`src/rtl/rtc_sec_pkg.sv`:
```
package rtc_sec_pkg;
    localparam int ADDR_W = 8;
    localparam int BYTE_W = 8;

    // Map: software decodes these offsets, so they are fixed.
    localparam logic [ADDR_W-1:0] FLAG_BASE  = 8'h10;
    localparam logic [ADDR_W-1:0] CTRL_ADDR  = 8'h29;
    localparam logic [ADDR_W-1:0] TIME_BASE  = 8'h70;
    localparam logic [ADDR_W-1:0] ALARM_BASE = 8'h74;

    localparam int ALARM_FLAG_BIT = 3;
    localparam int CTRL_SHDN_BIT  = 2;
    localparam int CTRL_SLEEP_BIT = 3;

    typedef enum logic {
        ALM_OFF   = 1'b0,
        ALM_ARMED = 1'b1
    } alm_state_e;
endpackage

```
`src/rtl/rtc_sec_counter.sv`:
```
module rtc_sec_counter
    import rtc_sec_pkg::*;
#(
    parameter int CNT_W         = 32,
    parameter int TICKS_PER_SEC = 1
) (
    input  logic              clk,
    input  logic              rst_n,
    input  logic              tick_i,
    input  logic              wr_en_i,
    input  logic [ADDR_W-1:0] addr_i,
    input  logic [BYTE_W-1:0] wdata_i,
    output logic [CNT_W-1:0]  count_o,
    output logic              sec_pulse_o
);
    localparam int NBYTES = CNT_W / BYTE_W;
    localparam logic [ADDR_W-1:0] LOAD_ADDR = ADDR_W'(int'(TIME_BASE) + NBYTES - 1);

    logic [CNT_W-1:BYTE_W] stage_q;
    logic [CNT_W-1:0]      count_q;
    logic                  load_w;
    logic                  sec_w;

    assign load_w = wr_en_i && (addr_i == LOAD_ADDR);

    // Upper bytes wait here until the lowest byte commits them.
    always_ff @(posedge clk or negedge rst_n) begin
        if (!rst_n) begin
            stage_q <= '0;
        end else if (wr_en_i) begin
            for (int i = 0; i < NBYTES - 1; i++) begin
                if (addr_i == ADDR_W'(int'(TIME_BASE) + i))
                    stage_q[CNT_W-1-BYTE_W*i -: BYTE_W] <= wdata_i;
            end
        end
    end

    generate
        if (TICKS_PER_SEC > 1) begin : g_presc
            localparam int PH_W = $clog2(TICKS_PER_SEC);
            localparam logic [PH_W-1:0] PH_LAST = PH_W'(TICKS_PER_SEC - 1);
            logic [PH_W-1:0] phase_q;

            always_ff @(posedge clk or negedge rst_n) begin
                if (!rst_n) begin
                    phase_q <= '0;
                end else if (load_w) begin
                    phase_q <= '0;
                end else if (tick_i) begin
                    phase_q <= (phase_q == PH_LAST) ? '0 : phase_q + 1'b1;
                end
            end

            assign sec_w = tick_i && !load_w && (phase_q == PH_LAST);
        end else begin : g_direct
            assign sec_w = tick_i && !load_w;
        end
    endgenerate

    always_ff @(posedge clk or negedge rst_n) begin
        if (!rst_n) begin
            count_q <= '0;
        end else if (load_w) begin
            count_q <= {stage_q, wdata_i};
        end else if (sec_w) begin
            count_q <= count_q + 1'b1;
        end
    end

    assign count_o     = count_q;
    assign sec_pulse_o = sec_w;
endmodule

```
`src/rtl/rtc_sec_alarm.sv`:
```
module rtc_sec_alarm
    import rtc_sec_pkg::*;
#(
    parameter int CNT_W = 32
) (
    input  logic              clk,
    input  logic              rst_n,
    input  logic              wr_en_i,
    input  logic [ADDR_W-1:0] addr_i,
    input  logic [BYTE_W-1:0] wdata_i,
    input  logic [CNT_W-1:0]  count_i,
    input  logic              sec_pulse_i,
    output logic [CNT_W-1:0]  alarm_o,
    output logic              hit_o
);
    localparam int NBYTES = CNT_W / BYTE_W;

    logic [CNT_W-1:0] alarm_q;
    logic [CNT_W-1:0] alarm_d;
    logic [CNT_W-1:0] next_cnt;
    alm_state_e       state_q;
    alm_state_e       state_d;

    // Next alarm value and state: ARM when a write leaves a usable value,
    // DISARM when it leaves all ones.
    always_comb begin
        alarm_d = alarm_q;
        if (wr_en_i) begin
            for (int i = 0; i < NBYTES; i++) begin
                if (addr_i == ADDR_W'(int'(ALARM_BASE) + i))
                    alarm_d[CNT_W-1-BYTE_W*i -: BYTE_W] = wdata_i;
            end
        end
        state_d = (alarm_d == {CNT_W{1'b1}}) ? ALM_OFF : ALM_ARMED;
    end

    // State register.
    always_ff @(posedge clk or negedge rst_n) begin
        if (!rst_n) begin
            alarm_q <= {CNT_W{1'b1}};
            state_q <= ALM_OFF;
        end else begin
            alarm_q <= alarm_d;
            state_q <= state_d;
        end
    end

    assign next_cnt = count_i + 1'b1;

    // Outputs.
    always_comb begin
        hit_o = 1'b0;
        unique case (state_q)
            ALM_OFF:   hit_o = 1'b0;
            ALM_ARMED: hit_o = sec_pulse_i && (next_cnt == alarm_q);
        endcase
    end

    assign alarm_o = alarm_q;
endmodule

```
`src/rtl/rtc_sec_regs.sv`:
```
module rtc_sec_regs
    import rtc_sec_pkg::*;
#(
    parameter int CNT_W      = 32,
    parameter int NFLAG_REGS = 3
) (
    input  logic                         clk,
    input  logic                         rst_n,
    input  logic                         wr_en_i,
    input  logic                         rd_en_i,
    input  logic [ADDR_W-1:0]            addr_i,
    input  logic [BYTE_W-1:0]            wdata_i,
    input  logic [CNT_W-1:0]             count_i,
    input  logic [CNT_W-1:0]             alarm_i,
    input  logic                         hit_i,
    input  logic [NFLAG_REGS*BYTE_W-1:0] flag_set_i,
    output logic [BYTE_W-1:0]            rdata_o,
    output logic [NFLAG_REGS*BYTE_W-1:0] flags_o,
    output logic                         ctrl_shdn_o,
    output logic                         ctrl_sleep_o
);
    localparam int NBYTES = CNT_W / BYTE_W;
    localparam int FLAG_W = NFLAG_REGS * BYTE_W;

    logic [FLAG_W-1:0] flags_q, flags_d, flag_clr, flag_set;
    logic [CNT_W-1:0]  snap_q;
    logic [BYTE_W-1:0] rdata_q, rd_mux;
    logic              shdn_q, sleep_q;

    // Flags: set beats clear in the same cycle.
    always_comb begin
        flag_clr = '0;
        if (wr_en_i) begin
            for (int j = 0; j < NFLAG_REGS; j++) begin
                if (addr_i == ADDR_W'(int'(FLAG_BASE) + j))
                    flag_clr[BYTE_W*j +: BYTE_W] = wdata_i;
            end
        end
        flag_set = flag_set_i;
        flag_set[ALARM_FLAG_BIT] = flag_set_i[ALARM_FLAG_BIT] | hit_i;
        flags_d = (flags_q & ~flag_clr) | flag_set;
    end

    always_ff @(posedge clk or negedge rst_n) begin
        if (!rst_n) begin
            flags_q <= '0;
            shdn_q  <= 1'b0;
            sleep_q <= 1'b0;
        end else begin
            flags_q <= flags_d;
            if (wr_en_i && addr_i == CTRL_ADDR) begin
                shdn_q  <= wdata_i[CTRL_SHDN_BIT];
                sleep_q <= wdata_i[CTRL_SLEEP_BIT];
            end
        end
    end

    // Read mux: the top time byte comes live, the rest from the copy.
    always_comb begin
        rd_mux = '0;
        if (addr_i == TIME_BASE)
            rd_mux = count_i[CNT_W-1 -: BYTE_W];
        for (int i = 1; i < NBYTES; i++) begin
            if (addr_i == ADDR_W'(int'(TIME_BASE) + i))
                rd_mux = snap_q[CNT_W-1-BYTE_W*i -: BYTE_W];
        end
        for (int i = 0; i < NBYTES; i++) begin
            if (addr_i == ADDR_W'(int'(ALARM_BASE) + i))
                rd_mux = alarm_i[CNT_W-1-BYTE_W*i -: BYTE_W];
        end
        for (int j = 0; j < NFLAG_REGS; j++) begin
            if (addr_i == ADDR_W'(int'(FLAG_BASE) + j))
                rd_mux = flags_q[BYTE_W*j +: BYTE_W];
        end
        if (addr_i == CTRL_ADDR) begin
            rd_mux[CTRL_SHDN_BIT]  = shdn_q;
            rd_mux[CTRL_SLEEP_BIT] = sleep_q;
        end
    end

    always_ff @(posedge clk or negedge rst_n) begin
        if (!rst_n) begin
            rdata_q <= '0;
            snap_q  <= '0;
        end else if (rd_en_i) begin
            rdata_q <= rd_mux;
            if (addr_i == TIME_BASE)
                snap_q <= count_i;
        end
    end

    assign rdata_o      = rdata_q;
    assign flags_o      = flags_q;
    assign ctrl_shdn_o  = shdn_q;
    assign ctrl_sleep_o = sleep_q;
endmodule

```
`src/rtl/rtc_seconds_core.sv`:
```
module rtc_seconds_core
    import rtc_sec_pkg::*;
#(
    parameter int CNT_W         = 32,
    parameter int TICKS_PER_SEC = 1,
    parameter int NFLAG_REGS    = 3
) (
    input  logic                         clk,
    input  logic                         rst_n,
    input  logic                         tick_i,
    input  logic [7:0]                   bus_addr_i,
    input  logic [7:0]                   bus_wdata_i,
    input  logic                         bus_wr_i,
    input  logic                         bus_rd_i,
    input  logic [NFLAG_REGS*8-1:0]      flag_set_i,
    output logic [7:0]                   bus_rdata_o,
    output logic                         irq_o,
    output logic                         wake_shdn_o,
    output logic                         wake_sleep_o
);
    logic [CNT_W-1:0]             count_w;
    logic [CNT_W-1:0]             alarm_w;
    logic                         sec_pulse_w;
    logic                         hit_w;
    logic [NFLAG_REGS*8-1:0]      flags_w;
    logic                         ctrl_shdn_w;
    logic                         ctrl_sleep_w;

    rtc_sec_counter #(
        .CNT_W         (CNT_W),
        .TICKS_PER_SEC (TICKS_PER_SEC)
    ) u_counter (
        .clk         (clk),
        .rst_n       (rst_n),
        .tick_i      (tick_i),
        .wr_en_i     (bus_wr_i),
        .addr_i      (bus_addr_i),
        .wdata_i     (bus_wdata_i),
        .count_o     (count_w),
        .sec_pulse_o (sec_pulse_w)
    );

    rtc_sec_alarm #(
        .CNT_W (CNT_W)
    ) u_alarm (
        .clk         (clk),
        .rst_n       (rst_n),
        .wr_en_i     (bus_wr_i),
        .addr_i      (bus_addr_i),
        .wdata_i     (bus_wdata_i),
        .count_i     (count_w),
        .sec_pulse_i (sec_pulse_w),
        .alarm_o     (alarm_w),
        .hit_o       (hit_w)
    );

    rtc_sec_regs #(
        .CNT_W      (CNT_W),
        .NFLAG_REGS (NFLAG_REGS)
    ) u_regs (
        .clk          (clk),
        .rst_n        (rst_n),
        .wr_en_i      (bus_wr_i),
        .rd_en_i      (bus_rd_i),
        .addr_i       (bus_addr_i),
        .wdata_i      (bus_wdata_i),
        .count_i      (count_w),
        .alarm_i      (alarm_w),
        .hit_i        (hit_w),
        .flag_set_i   (flag_set_i),
        .rdata_o      (bus_rdata_o),
        .flags_o      (flags_w),
        .ctrl_shdn_o  (ctrl_shdn_w),
        .ctrl_sleep_o (ctrl_sleep_w)
    );

    assign irq_o        = |flags_w;
    assign wake_shdn_o  = flags_w[ALARM_FLAG_BIT] & ctrl_shdn_w;
    assign wake_sleep_o = flags_w[ALARM_FLAG_BIT] & ctrl_sleep_w;
endmodule

```
`config.mk`:
```
export PLATFORM = sky130hd
export DESIGN_NAME = rtc_seconds_core
export DESIGN_NICKNAME = d
export VERILOG_FILES = /design/src/rtl/rtc_sec_pkg.sv /design/src/rtl/rtc_sec_counter.sv /design/src/rtl/rtc_sec_alarm.sv /design/src/rtl/rtc_sec_regs.sv /design/src/rtl/rtc_seconds_core.sv
export SDC_FILE = /design/constraint.sdc
export NUM_CORES = 1
export LEC_CHECK = 0
export BUFFER_PORTS_ARGS = -buffer_cell sky130_fd_sc_hd__buf_2
export CORE_ASPECT_RATIO = 0.75
export CORE_MARGIN = 1.5
export CORE_UTILIZATION = 50
export DETAILED_ROUTE_END_ITERATION = 8
export PLACE_DENSITY = 0.7
export RECOVER_POWER = 100
export SLEW_MARGIN = 10
export SYNTH_ARGS = -nofsm -noshare
export SYNTH_HDL_FRONTEND = slang
export SYNTH_HIERARCHICAL = 1
export SYNTH_SLANG_ARGS = --single-unit
```
`constraint.sdc`:
```
create_clock -name clk -period 5.7 [get_ports clk]
set_clock_uncertainty 0.2 [all_clocks]
set_input_delay 0.57 -clock clk [delete_from_list [all_inputs] [get_ports clk]]
set_output_delay 0.57 -clock clk [all_outputs]
set_load 0.05 [all_outputs]
```
==> flow_summary.toml <==
[synth]
synth_top_cell_area_share_pct = 32.82
synth_seq_cells = 147
synth.most_common_cell = "dfrtp_1"
synth_area_leaders = "dfrtp_1 33%, mux2_2 11%, dfstp_2 9.6%"
synthFlopType = "dfrtp_1"
synth_edf_count = 0
yosys_warnings = 6
avgSynthCellArea_sq_um = 10.29
yosysSeqAreaShare_pct = 42.41
ys_top_cells_by_count = "115 x dfrtp_1, 82 x mux2_2, 56 x nand2_1"
synth_area_sq_um = 8768
synth_top_area_cell = "dfrtp_1"
syn-num-nets = 899
async_flop_share_pct = 100.0
ys_types = 81
syn_inst = 852

[setup_path]
cp_data_arrival_time_ns = 4.50
critPathLaunchType = "primary input"
path_cells = "clkbuf_1 > nand4b_1 > or3_1 > nor3b_1 > mux2_1 > nand4_1 > nor4_1 > nand2_1"
r2r_cells = 8
cp_max_fo = 27
required_ns = 5.78
criticalPathCategory = "primary input to register"
endpoint_kind = "register"
startpoint = "bus_wr_i"
cpPeakStageDelay_ns = 1.07
slowest_stage = "nor3b_1"
rr_startpoint = "u_counter/count_o[2]"

[timing]
worst_slew_pin_slew_ns = 2.360
hold_viol = 0
clock.fmax_mhz = 226.4
maxSlewViolCount = 120
setup_viol = 0
finalSetupTns_ns = 0
period_share_pct = 77.50
relSlewSlack_pct = -57.31
grt_setup_unrepaired = "false"
fin_crit_ns = 4.418

[clock_tree]
path_clk_slew_ns = 0.08
clock-sinks = 147
clk_latency_ns = 0.43
post-cts-setup-buffers = 0
htree_levels = 4
tritoncts = "built"
clockBufferDepth = 2
cts-root-buf = "clkbuf_16"
numCtsBuffers = 17

[routing]
routed_via_density = 6.520
drtAntennaViolNets = 0
drcViolationCount = 0
num_vias = 7420
dr.first_iter.drc_count = 968
routedWlPerCell_um = 23.77
dr.pass1.iters = 5
wl_um = 27050

[die]
dieArea_sq_um = 18350
die_y_um = 117.7
start_util_pct = 51.64
core_region_area_sq_um = 16980
die_w_um = 155.9
rows = 41
ioPinCount = 56

[power_and_ir_drop]
power.switching_mw = 0.9048
clkPwrFrac_pct = 40.7
p_sw_share_pct = 32.25
intPower_mw = 1.901
peakVddDrop_mv = 0.2434
seqPwrFrac_pct = 44.7
power_mw = 2.806
leakagePower_nw = 3.774
powerDensity_nw_per_um2 = 290.3
p_comb_share_pct = 14.6

[global_route]
grt_usage_pct = 30.22
grt_max_degree = 55
grt_overflow_total = 0
grt_pass1_vias = 6721
grt_pass1_wl_um = 41330
antenna_found_initial = 0

[final_layout]
insertedDiodeCount = 0
layout.nets = 936
post_layout_nonfiller_instances = 1138
drive_gt1_share_pct = 20.51
syn2layout_area_growth_pct = 10.23

[placement]
gp_congestion = 0.9526
port_buffers = 55
dp.cells = 1105
dp_hpwl_um = 18730

[min_path]
min_from = "flag_set_i[15]"
whs_path_depth = 2
hp-class = "primary input to register"

[outcome]
violations = "capacitance limit, slew limit"
status = "complete, but fails checks"

[job]
max_cap_violations = 4
per-stage QoR:
stage | util, % | area [sq um] | setup slack, ns | hold WS (ns)
CTS | 57.53 | 9768 | 2.342 | 0.1003
global placement | 53.98 | 9166 | 2.013 | 0.2546
finish | 56.92 | 9666 | 1.282 | 0.1061
detailed placement | 53.98 | 9166 | 1.911 | 0.2694
global route | 56.92 | 9666 | 1.102 | 0.1046
floorplan | - | 8768 | 2.480 | 0.07441
cell families (layout without fill, tap and decap cells):
| family | Yosys count | count (layout) | share of synthesized area (%) |
|---|---|---|---|
| adder cells (fa/ha/maj) | 2 | 2 | 0.2853 |
| XOR/XNOR | 53 | 53 | 5.294 |
| multiplexers | 101 | 101 | 13.43 |
| buffers and inverters | 59 | 109 | 3.153 |
| AO/OA/AOI/OAI | 164 | 164 | 13.00 |
| AND/OR/NAND/NOR | 326 | 326 | 22.43 |
| flip-flops | 147 | 147 | 42.41 |
cells in the final DEF, fill, tap and decap left out, drive strengths merged, types with 4 or more instances in the layout:
cell,Yosys,final
buf,20,44
a211oi,4,4
nor3,21,21
nand3b,5,5
inv,16,24
dfrtp,115,115
or4,15,15
o31ai,18,18
nor4,19,19
nor4b,6,6
nand2,56,56
xor2,17,17
mux2i,13,13
a31oi,26,26
nor2b,10,10
mux4,5,5
o21ai,32,32
xnor2,36,36
nand4,32,32
a21oi,16,16
clkbuf,23,33
a22o,4,4
nor2,46,46
and3,9,9
and2,12,12
o311ai,4,4
mux2,83,83
nand3,51,51
and4,13,13
dfstp,32,32
or3,7,7
o22ai,5,5
o211ai,5,5
nor3b,8,8
a21o,24,24
sequential cells by signal, summed over array words and instances, names as in the netlist:
signal,cells
u_counter/count_o,32
u_regs/flags_o,24
u_counter/stage_q,24
u_regs/ctrl_sleep_o,1
u_regs/rdata_o,8
u_regs/ctrl_shdn_o,1
u_alarm/alarm_o,32
u_alarm/state_q,1
u_regs/snap_q,24
repair_timing:
action                    in CTS  in global routing
hold buffers                   1                  0
gates resized for setup        0                  0
hold endpoints to repair      32                  0
power groups by stage:
| stage | clock [mW] | sequential, mW | combinational, mW |
|---|---|---|---|
| after floorplan | 0 | 1.22 | 0.288 |
| after global placement | 0 | 1.27 | 0.398 |
| after detailed placement | 0 | 1.27 | 0.402 |
| after CTS | 1.16 | 1.25 | 0.405 |
| after global routing | 1.20 | 1.27 | 0.448 |
| final | 1.14 | 1.25 | 0.409 |
critical path, delay by kind of cell:
| family | cells | cell delay (ns) |
|---|---|---|
| and+or+nand+nor | 6 | 2.72 |
| buffers and inverters | 1 | 0.88 |
| muxes | 1 | 0.32 |
per-layer routing:
layer	GRT usage (%)	routed length (um)	vias to the layer above
li1	-	-	3303
met1	48.89	12910	3683
met2	37.75	10660	407
met3	9.131	3123	27
met4	7.976	359	0
met5	0	0	-
area by class of cell:
type	count	area [sq um]
Multi-Input combinational cell	646	4701
Sequential cell	147	3719
Timing Repair Buffer	61	299.0
Clock buffer	17	425.4
Fill cell	1481	7315
Clock inverter	15	166.4
Tap cell	236	295.3
Inverter	16	60.06
worst paths after layout:
kind / to / slack [ns]
worst max-delay path: u_alarm/state_q / 1.28
worst max register to register: u_regs/flags_o[3] / 2.29
max in group asynchronous: u_counter/count_o[7] / 1.87
min in group asynchronous: u_regs/rdata_o[3] / 1.20
worst min register to register: u_counter/count_o[13] / 0.29
worst min-delay path: u_regs/flags_o[15] / 0.11
(Power assumes the default switching activity.)
